**config.mk**
```make
export PLATFORM = sky130hd
export DESIGN_NAME = sm_cmd_master
export DESIGN_NICKNAME = d
export VERILOG_FILES = /design/src/rtl/sm_cmd_pkg.sv /design/src/rtl/sm_cmd_seq.sv /design/src/rtl/sm_cmd_shift.sv /design/src/rtl/sm_cmd_master.sv
export SDC_FILE = /design/constraint.sdc
export NUM_CORES = 1
export LEC_CHECK = 0
export BUFFER_PORTS_ARGS = -buffer_cell sky130_fd_sc_hd__buf_2
export CORE_MARGIN = 1.5
export CORE_UTILIZATION = 56
export CTS_CLUSTER_SIZE = 25
export DETAILED_ROUTE_END_ITERATION = 12
export HOLD_SLACK_MARGIN = 0.05
export PLACE_DENSITY = 0.9
export SETUP_SLACK_MARGIN = 0.05
export SYNTH_ARGS = -nofsm -noshare
export SYNTH_HDL_FRONTEND = slang
export SYNTH_SLANG_ARGS = --single-unit
export TNS_END_PERCENT = 30
```
**constraint.sdc**
```tcl
create_clock -name clk -period 4.43 [get_ports clk]
set_input_delay 0.886 -clock clk [delete_from_list [all_inputs] [get_ports clk]]
set_output_delay 0.886 -clock clk [all_outputs]
set_load 0.005 [all_outputs]
```
**src/rtl/sm_cmd_pkg.sv**
```systemverilog
// Shared types for the framed serial command master.
// Assumes nothing beyond a standard SystemVerilog package.
package sm_cmd_pkg;

    // Step of a transfer; each non-idle step lasts one half-period.
    typedef enum logic [3:0] {
        PH_IDLE      = 4'd0,
        PH_OPEN_HI   = 4'd1,
        PH_OPEN_LO   = 4'd2,
        PH_SETUP     = 4'd3,
        PH_RISE      = 4'd4,
        PH_FALL      = 4'd5,
        PH_CLOSE_LO  = 4'd6,
        PH_CLOSE_HI  = 4'd7,
        PH_CLOSE_END = 4'd8
    } sm_phase_t;

endpackage

```
**src/rtl/sm_cmd_seq.sv**
```systemverilog
// Step sequencer: walks the framing and per-bit steps, holding each step
// for HALF_CYC cycles. Assumes HALF_CYC >= 1 and WORD_W >= 2.
module sm_cmd_seq
    import sm_cmd_pkg::*;
#(
    parameter int HALF_CYC = 4,
    parameter int WORD_W   = 32
) (
    input  logic      clk,
    input  logic      rst_n,
    input  logic      start_i,
    output sm_phase_t phase_o,
    output logic      accept_o,
    output logic      shift_o,
    output logic      finish_o
);
    localparam int CNT_W = (HALF_CYC > 1) ? $clog2(HALF_CYC) : 1;
    localparam int BIT_W = $clog2(WORD_W);
    localparam logic [CNT_W-1:0] CNT_LAST = CNT_W'(HALF_CYC - 1);
    localparam logic [BIT_W-1:0] BIT_LAST = BIT_W'(WORD_W - 1);

    sm_phase_t        phase_q, phase_d;
    logic [CNT_W-1:0] cnt_q;
    logic [BIT_W-1:0] bit_q;
    logic             tick;

    assign tick     = (cnt_q == CNT_LAST);
    assign accept_o = (phase_q == PH_IDLE) && start_i;
    assign shift_o  = (phase_q == PH_FALL) && tick;
    assign finish_o = (phase_q == PH_CLOSE_END) && tick;
    assign phase_o  = phase_q;

    // Next step: leave idle on a request, otherwise advance at interval end.
    always_comb begin
        phase_d = phase_q;
        if (phase_q == PH_IDLE) begin
            if (start_i) phase_d = PH_OPEN_HI;
        end else if (tick) begin
            case (phase_q)
                PH_OPEN_HI:   phase_d = PH_OPEN_LO;
                PH_OPEN_LO:   phase_d = PH_SETUP;
                PH_SETUP:     phase_d = PH_RISE;
                PH_RISE:      phase_d = PH_FALL;
                PH_FALL:      phase_d = (bit_q == BIT_LAST) ? PH_CLOSE_LO : PH_SETUP;
                PH_CLOSE_LO:  phase_d = PH_CLOSE_HI;
                PH_CLOSE_HI:  phase_d = PH_CLOSE_END;
                default:      phase_d = PH_IDLE;
            endcase
        end
    end

    // Step register, interval counter and bit index.
    always_ff @(posedge clk) begin
        if (!rst_n) begin
            phase_q <= PH_IDLE;
            cnt_q   <= '0;
            bit_q   <= '0;
        end else begin
            phase_q <= phase_d;
            if (phase_q == PH_IDLE || tick) cnt_q <= '0;
            else                            cnt_q <= cnt_q + 1'b1;
            if (accept_o)     bit_q <= '0;
            else if (shift_o) bit_q <= bit_q + 1'b1;
        end
    end
endmodule

```
**src/rtl/sm_cmd_shift.sv**
```systemverilog
// Command and reply shift registers with page fix-up of the status word.
// Assumes load, shift and finish are never raised in the same cycle.
module sm_cmd_shift #(
    parameter int WORD_W = 32,
    parameter int PAGE_W = 2
) (
    input  logic              clk,
    input  logic              rst_n,
    input  logic              load_i,
    input  logic [WORD_W-1:0] cmd_i,
    input  logic              shift_i,
    input  logic              sdi_i,
    input  logic              finish_i,
    output logic              tx_msb_o,
    output logic              done_o,
    output logic [WORD_W-1:0] status_o
);
    localparam int RX_KEEP = WORD_W - PAGE_W;

    logic [WORD_W-1:0] tx_q, rx_q, stat_q;
    logic [PAGE_W-1:0] pg_q;
    logic              done_q;

    assign tx_msb_o = tx_q[WORD_W-1];
    assign done_o   = done_q;
    assign status_o = stat_q;

    // Outgoing command: load on accept, move left after each bit.
    always_ff @(posedge clk) begin
        if (!rst_n)       tx_q <= '0;
        else if (load_i)  tx_q <= cmd_i;
        else if (shift_i) tx_q <= {tx_q[WORD_W-2:0], 1'b0};
    end

    // Incoming reply: clear on accept, shift in one sample per bit.
    always_ff @(posedge clk) begin
        if (!rst_n)       rx_q <= '0;
        else if (load_i)  rx_q <= '0;
        else if (shift_i) rx_q <= {rx_q[WORD_W-2:0], sdi_i};
    end

    // Page bits of the command, kept for the status fix-up.
    always_ff @(posedge clk) begin
        if (!rst_n)      pg_q <= '0;
        else if (load_i) pg_q <= cmd_i[WORD_W-1 -: PAGE_W];
    end

    // Status word and done pulse at the end of the stop condition.
    always_ff @(posedge clk) begin
        if (!rst_n) begin
            stat_q <= '0;
            done_q <= 1'b0;
        end else begin
            done_q <= finish_i;
            if (finish_i) stat_q <= {pg_q, rx_q[RX_KEEP-1:0]};
        end
    end
endmodule

```
**src/rtl/sm_cmd_master.sv**
```systemverilog
// Framed serial command master top: sequencer, shifters and pin decode.
// Pins are decoded from registered step state. Assumes sdi_i is stable
// around the sample point.
module sm_cmd_master
    import sm_cmd_pkg::*;
#(
    parameter int HALF_CYC = 4,
    parameter int WORD_W   = 32,
    parameter int PAGE_W   = 2
) (
    input  logic              clk,
    input  logic              rst_n,
    input  logic              start_i,
    input  logic [WORD_W-1:0] cmd_i,
    input  logic              sdi_i,
    output logic              sck_o,
    output logic              sdo_o,
    output logic              busy_o,
    output logic              done_o,
    output logic [WORD_W-1:0] status_o
);
    sm_phase_t phase;
    logic      accept, shift, finish, tx_msb;

    sm_cmd_seq #(.HALF_CYC(HALF_CYC), .WORD_W(WORD_W)) u_seq (
        .clk      (clk),
        .rst_n    (rst_n),
        .start_i  (start_i),
        .phase_o  (phase),
        .accept_o (accept),
        .shift_o  (shift),
        .finish_o (finish)
    );

    sm_cmd_shift #(.WORD_W(WORD_W), .PAGE_W(PAGE_W)) u_shift (
        .clk      (clk),
        .rst_n    (rst_n),
        .load_i   (accept),
        .cmd_i    (cmd_i),
        .shift_i  (shift),
        .sdi_i    (sdi_i),
        .finish_i (finish),
        .tx_msb_o (tx_msb),
        .done_o   (done_o),
        .status_o (status_o)
    );

    assign busy_o = (phase != PH_IDLE);

    // Pin levels for each step.
    always_comb begin
        case (phase)
            PH_OPEN_HI:  begin sck_o = 1'b1; sdo_o = 1'b0;   end
            PH_OPEN_LO:  begin sck_o = 1'b0; sdo_o = 1'b0;   end
            PH_SETUP:    begin sck_o = 1'b0; sdo_o = tx_msb; end
            PH_RISE:     begin sck_o = 1'b1; sdo_o = tx_msb; end
            PH_FALL:     begin sck_o = 1'b0; sdo_o = tx_msb; end
            PH_CLOSE_LO: begin sck_o = 1'b0; sdo_o = 1'b0;   end
            PH_CLOSE_HI: begin sck_o = 1'b1; sdo_o = 1'b0;   end
            default:     begin sck_o = 1'b1; sdo_o = 1'b1;   end
        endcase
    end
endmodule

```
==> results of run 1 <==
power by group through the flow:
stage,Clock (mW),Combinational [mW],Sequential (mW)
after detailed placement,0,0.109,1.03
after global placement,0,0.106,1.03
after CTS,0.705,0.110,1.01
after global routing,0.747,0.123,1.01
final,0.697,0.109,1.01
after floorplan,0,0.0858,1.03
sequential cells by signal, indices dropped and copies added (netlist names):
signal            count
u_seq.bit_q           5
u_shift.done_o        1
u_shift.tx_q         32
u_seq.phase_o         4
u_shift.status_o     32
u_seq.cnt_q           2
u_shift.rx_q         30
u_shift.pg_q          2
synthesized netlist by cell type (all sizes together) (2+ instances only):
cell type,instances,area share
nand3,4,0.0049
and2,2,0.0031
a21oi,79,0.096
inv,4,0.0037
clkbuf,13,0.012
and3,3,0.0046
ha,3,0.0092
dfxtp,108,0.53
nand2,173,0.16
a21boi,18,0.033
a31oi,3,0.0046
xnor2,3,0.0064
a22oi,30,0.055
nor4,2,0.0067
nor2,7,0.0064
buf,25,0.033
o21ai,3,0.0037
nor3,2,0.0052
per-stage QoR:
step,worst slack (ps),instances,power [mW],hold slack (ps)
6_report,1850,646,1.82,432
4_1_cts,1860,646,1.83,435
3_5_place_dp,1920,630,1.14,422
3_3_place_gp,2020,630,1.14,412
2_1_floorplan,2480,495,1.11,405
5_1_grt,1670,646,1.88,444
cells in the final DEF, fill, tap and decap left out, types with 2 or more instances in the layout:
cell type	synthesis	routed
a21boi_0	16	16
a21boi_1	2	2
a21oi_1	79	79
a22oi_1	30	29
a31oi_1	3	3
and2_1	2	2
and3_1	3	3
buf_2	20	71
buf_4	4	3
bufinv_16	0	3
clkbuf_1	13	2
clkbuf_8	0	9
dfxtp_1	108	108
ha_1	3	3
inv_1	4	4
nand2_1	173	173
nand3_1	4	4
nor2_1	7	7
o21ai_0	3	3
xnor2_1	3	3
how the worst max path moves through the flow:
stage               depth (start not counted)              from             end
global placement                            5    u_seq.cnt_q[0]  u_seq.bit_q[3]
floorplan                                   4  u_seq.phase_o[1]           sdo_o
detailed placement                          5    u_seq.cnt_q[0]  u_seq.bit_q[3]
CTS                                         4  u_seq.phase_o[1]           sdo_o
global route                                5    u_seq.cnt_q[0]  u_seq.bit_q[3]
finish                                      4  u_seq.phase_o[1]           sdo_o
cells by family (layout without fill, tap and decap cells):
group / Yosys count / in the layout / share of synthesized area
simple gates: 199 / 199 / 0.200
compound gates: 138 / 138 / 0.205
flops: 108 / 108 / 0.528
buf+inv: 43 / 95 / 0.0492
fa+ha+maj: 3 / 3 / 0.00916
xor+xnor: 3 / 3 / 0.00641
mux: 1 / 1 / 0.00275
area by class of cell:
type                            instances  area, um^2  area share
Inverter                                5        18.8     0.00403
Clock inverter                          5         108      0.0231
Clock buffer                           11         131      0.0282
Sequential cell                       108        2160       0.464
Timing Repair Buffer                   74         378      0.0811
Multi-Input combinational cell        344        1740       0.373
Tap cell                               99         124      0.0266
routing by layer:
| layer | part of all wire | up-vias | GRT usage |
|---|---|---|---|
| li1 | - | 1760 | - |
| met1 | 0.43 | 1583 | 0.289 |
| met2 | 0.49 | 99 | 0.340 |
| met3 | 0.066 | 12 | 0.0662 |
| met4 | 0.013 | 0 | 0.0767 |
| met5 | 0 | - | 0 |
==> impl_metrics.ini, run 1 <==
[status]
outcome = complete, no violations

[floorplanning]
io_pins = 72
rows = 31
die_w_um = 88.5
fp.dieH_um = 88.5
core_um2 = 7180
fp.dieArea_um2 = 7840
initial_utilization = 0.571

[yosys]
async_flop_share = 0
synth_warnings = 0
syn-num-nets = 534
postSynthAreaPerCell_um2 = 8.28
ys_types = 36
seq_area_frac_synth = 0.528
synth-seq-cells = 108
syn_area_um2 = 4100
ys.flop_type = dfxtp_1
netlist_instances = 495
synth_edf_count = 0

[finish]
antennaDiodeCount = 0
fin_util = 0.650
final_layout_size_suffix_gt1_frac = 0.170
syn_to_final_growth_pct = 13.7
fillers = 588
nets = 581
design_area_um2 = 4660

[timing]
setup_tns_ps = 0
max_freq_ghz = 0.388
tightest_slew_ps = 1250
slew_headroom = 0.165
final.min_clock_period_ps = 2580
period_share = 0.582
fin_skew_ps = 16.6
slew_violations = 0
setup_viol = 0
rsz0062_at_grt = false
hold_viol_final = 0

[critical_path]
regToRegStartpoint = u_seq.cnt_q[0]
path_cells = nand2b_1, o21ai_0, a211o_1, buf_2
cpPeakStageDelay_ps = 550
worstSetupPathType = reg -> out
worst-r2r-cell-count = 5
crit_path_end_kind = primary output
path_max_fanout = 10
crit_arrival_ps = 1690
required_ps = 3540
path_buf_inv = 1
path_delay_family = flip-flops
cp-start-kind = flop
rrSetupSlack_ps = 1870
crit_path_top_delay_cell = dfxtp_1
r2r-end = u_seq.bit_q[3]

[cts]
insertion_delay_ps = 360
cts.path.max_buffers = 2
clockRootBuffer = clkbuf_8
cts.sinks = 108
holdBufCountCts = 0
clk_pin_slew_ps = 90
post-cts-setup-buffer-count = 0
cts_buffers = 9
cts_tree = built
h-tree-depth = 3
ctsResizeCount = 0

[place]
portBuffers = 71
post_dp_cell_area_um2 = 4420
gp_congestion = 0.759
detailed_place_hpwl_um = 5330

[min_path]
hold_path_end = u_seq.cnt_q[0]
hp-start = u_seq.cnt_q[0]
holdPathStages = 1
hp-class = reg -> reg

[route]
viasPerCell = 5.35
first_pass_iters = 4
drcViolationCount = 0
vias = 3454
wl_um = 8380
wl_per_cell_um = 13.0
drt_iter0_drc = 217
ant_nets = 0

[pwr]
clkPwrFrac = 0.384
combinationalPowerShare = 0.060
p_leak_nw = 1.72
p_int_mw = 1.42
sw_frac_of_total = 0.219
power.density_nw_per_um2 = 390
p_seq_frac = 0.556
p_sw_uw = 397
peakVddDrop_uv = 220

[grt]
grt_overflow_total = 0
grt_usage = 0.218
grt_max_degree = 65
grt_pass1_wl_um = 13400
antenna_found_initial = 0
grt_pass1_vias = 2923

[run]
cap_violations = 0
(Power assumes the default switching activity.)
==> run 2: changes to the inputs <==
--- a/config.mk
+++ b/config.mk
@@ -7,11 +7,11 @@
 export LEC_CHECK = 0
 export BUFFER_PORTS_ARGS = -buffer_cell sky130_fd_sc_hd__buf_2
 export CORE_MARGIN = 1.5
-export CORE_UTILIZATION = 56
+export CORE_UTILIZATION = 50
 export CTS_CLUSTER_SIZE = 25
 export DETAILED_ROUTE_END_ITERATION = 12
 export HOLD_SLACK_MARGIN = 0.05
-export PLACE_DENSITY = 0.9
+export PLACE_DENSITY = 0.85
 export SETUP_SLACK_MARGIN = 0.05
 export SYNTH_ARGS = -nofsm -noshare
 export SYNTH_HDL_FRONTEND = slang
==> constraint.sdc (replaced) <==
create_clock -name clk -period 2.1 [get_ports clk]
set_input_delay 0.42 -clock clk [delete_from_list [all_inputs] [get_ports clk]]
set_output_delay 0.42 -clock clk [all_outputs]
set_load 0.005 [all_outputs]
==> run 2 against run 1 <==
Setup slack worse by 1700 ps. Wire length up 1.0%. Cell count up 1.7%. Flip-flop and latch count unchanged. Register-to-register slack worse by 1600 ps. Core utilization down 5.1 points. Clock skew down 4.5 ps. Via count up 1.9%. Worst hold slack worse by 140 ps. Non-clock buffer count up 8. Largest power group unchanged.
==> impl_metrics.ini, run 2 (synthesized netlist as in run 1, its figures left out) <==
[cts]
insertion_delay_ps = 370
clk_pin_slew_ps = 90
cts.sinks = 108
post-cts-setup-buffer-count = 0
cts_tree = built
clockRootBuffer = clkbuf_8
cts_buffers = 9
h-tree-depth = 3
cts.path.max_buffers = 2

[place]
portBuffers = 71
post_dp_cell_area_um2 = 4500
dp_cells = 641
gp_congestion = 0.785
detailed_place_hpwl_um = 5600

[grt]
antenna_found_initial = 0
grt_max_degree = 65
grt_overflow_total = 0
grt_pass1_wl_um = 14100
grt_pass1_vias = 3195
grt_usage = 0.201

[floorplanning]
fp.dieH_um = 93.5
rows = 32
fp.dieArea_um2 = 8750
die_w_um = 93.5
core_um2 = 7850
initial_utilization = 0.522
io_pins = 72

[pwr]
peakVddDrop_uv = 586
power_mw = 3.63
power.density_nw_per_um2 = 772
p_leak_nw = 1.74

[critical_path]
rrSetupSlack_ps = 310
worst-r2r-cell-count = 5
startpoint = u_seq.phase_o[1]
required_ps = 1680
worstSetupPathType = reg -> out
crit_arrival_ps = 1530
critPathCapture = sdo_o
r2r-end = u_shift.tx_q[5]
regToRegStartpoint = u_seq.phase_o[0]
cp-start-kind = flop
path_max_fanout = 10
crit_path_end_kind = primary output

[finish]
fin_util = 0.599
fillers = 718
nets = 589
layout_common_cells = 173 x nand2_1, 106 x dfxtp_1, 79 x a21oi_1
mostFrequentLayoutCell = nand2_1
syn_to_final_growth_pct = 14.7
area.sequential_um2 = 2170
antennaDiodeCount = 0
design_area_um2 = 4700
final_layout_size_suffix_gt1_frac = 0.187
fin_cells = 657
multi_input_area_um2 = 1740

[route]
viasPerCell = 5.36
vias = 3519
ant_nets = 0
drcViolationCount = 0
wl_per_cell_um = 12.9
wl_um = 8460
first_pass_iters = 5
drt_iter0_drc = 196

[timing]
rsz0062_at_grt = true
setup_viol = 0
hold_viol_final = 0
slew_headroom = 0.676
fin_skew_ps = 12.1
slew_violations = 0
tightest_slew_ps = 486
final.min_clock_period_ps = 1950
max_freq_ghz = 0.512
period_share = 0.931
setup_tns_ps = 0

[status]
outcome = complete, no violations

[min_path]
hp-class = in -> reg

[run]
cap_violations = 0
[run 2: worst min path at each step]
stage          cells past startpoint  slack, ps               to           start
3_5_place_dp                       1        420   u_seq.cnt_q[0]  u_seq.cnt_q[0]
3_3_place_gp                       1        410   u_seq.cnt_q[0]  u_seq.cnt_q[0]
5_1_grt                            3        290  u_shift.rx_q[0]           sdi_i
2_1_floorplan                      1        410   u_seq.cnt_q[0]  u_seq.cnt_q[0]
4_1_cts                            3        270  u_shift.tx_q[0]        cmd_i[0]
6_report                           3        290  u_shift.tx_q[0]        cmd_i[0]
[run 2: metal layers]
metal,up-vias,part of all wire,GRT usage
met1,1648,0.42,0.236
met5,-,0,0
met2,93,0.50,0.352
met3,7,0.064,0.0569
met4,0,0.0087,0.0672
li1,1771,-,-
[run 2: layout make-up]
type                            count  area share
Timing Repair Buffer               82      0.0958
Inverter                            5     0.00399
Multi-Input combinational cell    344       0.370
Sequential cell                   108       0.461
Clock buffer                       10      0.0271
Clock inverter                      6      0.0149
Tap cell                          102      0.0271
[run 2: report_power, final]
group | switching (mW) | internal [mW]
sequential | 0.0345 | 2.10
clock | 0.693 | 0.563
combinational | 0.139 | 0.101
total | 0.867 | 2.76
[run 2: what timing repair did]
action                     CTS  global route
hold buffers                 0             0
gates resized for setup      1             2
setup endpoints to repair    1             2
pin swaps                    0             1
[run 2: critical path, stage by stage (launching register included)]
cell      delay (ps)
dfxtp_4          420
nand2b_1         200
o21ai_0          110
a211o_1          310
buf_2            130
[run 2: stage by stage]
stage,setup slack (ps),hold slack (ps)
floorplan,592,405
global placement,388,414
detailed placement,313,422
CTS,78.4,274
global route,35.9,290
finish,145,288
==> run 3: changes to the inputs <==
--- a/config.mk
+++ b/config.mk
@@ -5,13 +5,14 @@
 export SDC_FILE = /design/constraint.sdc
 export NUM_CORES = 1
 export LEC_CHECK = 0
+export ABC_AREA = 1
 export BUFFER_PORTS_ARGS = -buffer_cell sky130_fd_sc_hd__buf_2
 export CORE_MARGIN = 1.5
-export CORE_UTILIZATION = 50
+export CORE_UTILIZATION = 56
 export CTS_CLUSTER_SIZE = 25
 export DETAILED_ROUTE_END_ITERATION = 12
 export HOLD_SLACK_MARGIN = 0.05
-export PLACE_DENSITY = 0.85
+export PLACE_DENSITY = 0.89
 export SETUP_SLACK_MARGIN = 0.05
 export SYNTH_ARGS = -nofsm -noshare
 export SYNTH_HDL_FRONTEND = slang
==> constraint.sdc (replaced) <==
create_clock -name clk -period 2.5 [get_ports clk]
set_input_delay 0.5 -clock clk [delete_from_list [all_inputs] [get_ports clk]]
set_output_delay 0.5 -clock clk [all_outputs]
set_load 0.005 [all_outputs]
==> run 3 against run 2 <==
Core utilization increased by 5.3 points. Sequential share of layout area decreased by 3.2 points. Sequential power is 12% lower. Cell area increased by 7.1%. First-iteration DRC count rose by 53%. Synthesized cell count up 28%. Non-clock buffer count fell by 5. Flip-flop and latch count did not move. Critical endpoint is now u_shift.rx_q[8]. Largest cell class unchanged.
==> impl_metrics.ini, run 3 <==
[yosys]
synth_most_common_cell = nand2_1
syn-num-nets = 675
postSynthAreaPerCell_um2 = 7.05
ys.flop_type = dfxtp_1
netlist_top_cells_count = 152 x nand2_1, 108 x dfxtp_1, 94 x nor2_1
netlist_instances = 636
synth-seq-cells = 108
synth.area.top_cells = dfxtp_1 48%, nand2_1 13%, a21oi_1 8.3%, nor2_1 7.9%, inv_1 5.8%
synth_top_area_frac = 0.482
synth_warnings = 0
ys_types = 24
seq_area_frac_synth = 0.482
synth_top_cell_by_area = dfxtp_1
synth_edf_count = 0
syn_area_um2 = 4480
async_flop_share = 0

[floorplanning]
rows = 32
fp.dieArea_um2 = 8550
initial_utilization = 0.580
core_um2 = 7730
fp.dieH_um = 92.5
die_w_um = 92.5
io_pins = 72

[critical_path]
worst-r2r-cell-count = 6
rrSetupSlack_ps = 410
required_ps = 2800
crit_path_end_kind = flop
crit_arrival_ps = 2390
cp-start-kind = flop
worstSetupPathType = reg -> reg
path_max_fanout = 42

[timing]
final.min_clock_period_ps = 2090
slew_violations = 0
setup_viol = 0
period_share = 0.837
fin_skew_ps = 12.5
setup_ws_ps = 406
holdWs_ps = 374
slew_headroom = 0.563
setup_tns_ps = 0
tightest_slew_ps = 654
max_freq_ghz = 0.478
hold_viol_final = 0
rsz0062_at_grt = false

[finish]
multi_input_area_um2 = 1850
design_area_um2 = 5030
fin_cells = 794
fin_util = 0.652
layout_common_cells = 152 x nand2_1, 108 x dfxtp_1, 94 x nor2_1
final_layout_size_suffix_gt1_frac = 0.152
mostFrequentLayoutCell = nand2_1
area.sequential_um2 = 2160
syn_to_final_growth_pct = 12.3
antennaDiodeCount = 0
fillers = 639
nets = 726

[cts]
cts_buffers = 9
h-tree-depth = 3
ctsResizeCount = 0
cts.path.max_buffers = 2
cts.sinks = 108
insertion_delay_ps = 380
cts_tree = built
clk_pin_slew_ps = 110
clockRootBuffer = clkbuf_8
holdBufCountCts = 0
post-cts-setup-buffer-count = 0

[pwr]
power_mw = 3.48
power.density_nw_per_um2 = 692
p_leak_nw = 2.15
peakVddDrop_uv = 371

[route]
wl_um = 9360
ant_nets = 0
first_pass_iters = 5
vias = 4041
viasPerCell = 5.09
drt_iter0_drc = 300
wl_per_cell_um = 11.8
drcViolationCount = 0

[grt]
grt_max_degree = 66
antenna_found_initial = 0
grt_usage = 0.229
grt_pass1_vias = 3775
grt_overflow_total = 0
grt_pass1_wl_um = 15900

[status]
outcome = complete, no violations

[place]
portBuffers = 71
dp_slack_ps = 444
dp_cells = 778
gp_congestion = 0.892
detailed_place_hpwl_um = 6150
post_dp_cell_area_um2 = 4810

[run]
cap_violations = 0

[min_path]
hp-class = in -> reg
holdPathStages = 3
run 3: layout make-up:
| class | count | share of cell area |
|---|---|---|
| Sequential cell | 108 | 0.429 |
| Clock inverter | 7 | 0.0194 |
| Multi-Input combinational cell | 417 | 0.367 |
| Timing Repair Buffer | 77 | 0.0795 |
| Clock buffer | 9 | 0.0246 |
| Tap cell | 102 | 0.0253 |
| Inverter | 74 | 0.0552 |
run 3: logic make-up (layout without fill, tap and decap cells):
kind of cell / count (synthesis) / in the layout / share of synthesized area
adders and majority gates: 3 / 3 / 0.00838
DFF: 108 / 108 / 0.482
buffers and inverters: 111 / 167 / 0.106
and+or+nand+nor: 300 / 300 / 0.274
xor gates and xnor gates: 2 / 2 / 0.00391
AOI/OAI and AO/OA: 112 / 112 / 0.126
run 3: final timing paths:
check | start | endpoint
worst max-delay path | u_seq.phase_o[2] | u_shift.rx_q[8]
worst min-delay path | sdi_i | u_shift.rx_q[0]
worst max register to register | u_seq.phase_o[2] | u_shift.rx_q[8]
worst min register to register | u_seq.cnt_q[0] | u_seq.cnt_q[0]
run 3: where the power goes:
part	total, mW	leakage (nW)	internal, mW	switching [mW]
Sequential	1.87	0.875	1.81	0.0598
Combinational	0.501	1.16	0.164	0.337
Clock	1.12	0.110	0.490	0.626
run 3: critical path: stages, from the launching register on:
cell	delay, ps
dfxtp_1	460
inv_2	80
nor2_2	170
nand3_4	400
inv_2	570
nand2_1	130
a21oi_1	180
run 3: routing by layer:
| layer | global-route usage | vias to the layer above | routed length, um |
|---|---|---|---|
| met5 | 0 | - | 0 |
| met1 | 0.270 | 1826 | 4160 |
| li1 | - | 2082 | - |
| met4 | 0.121 | 0 | 187 |
| met3 | 0.0369 | 21 | 427 |
| met2 | 0.397 | 112 | 4590 |
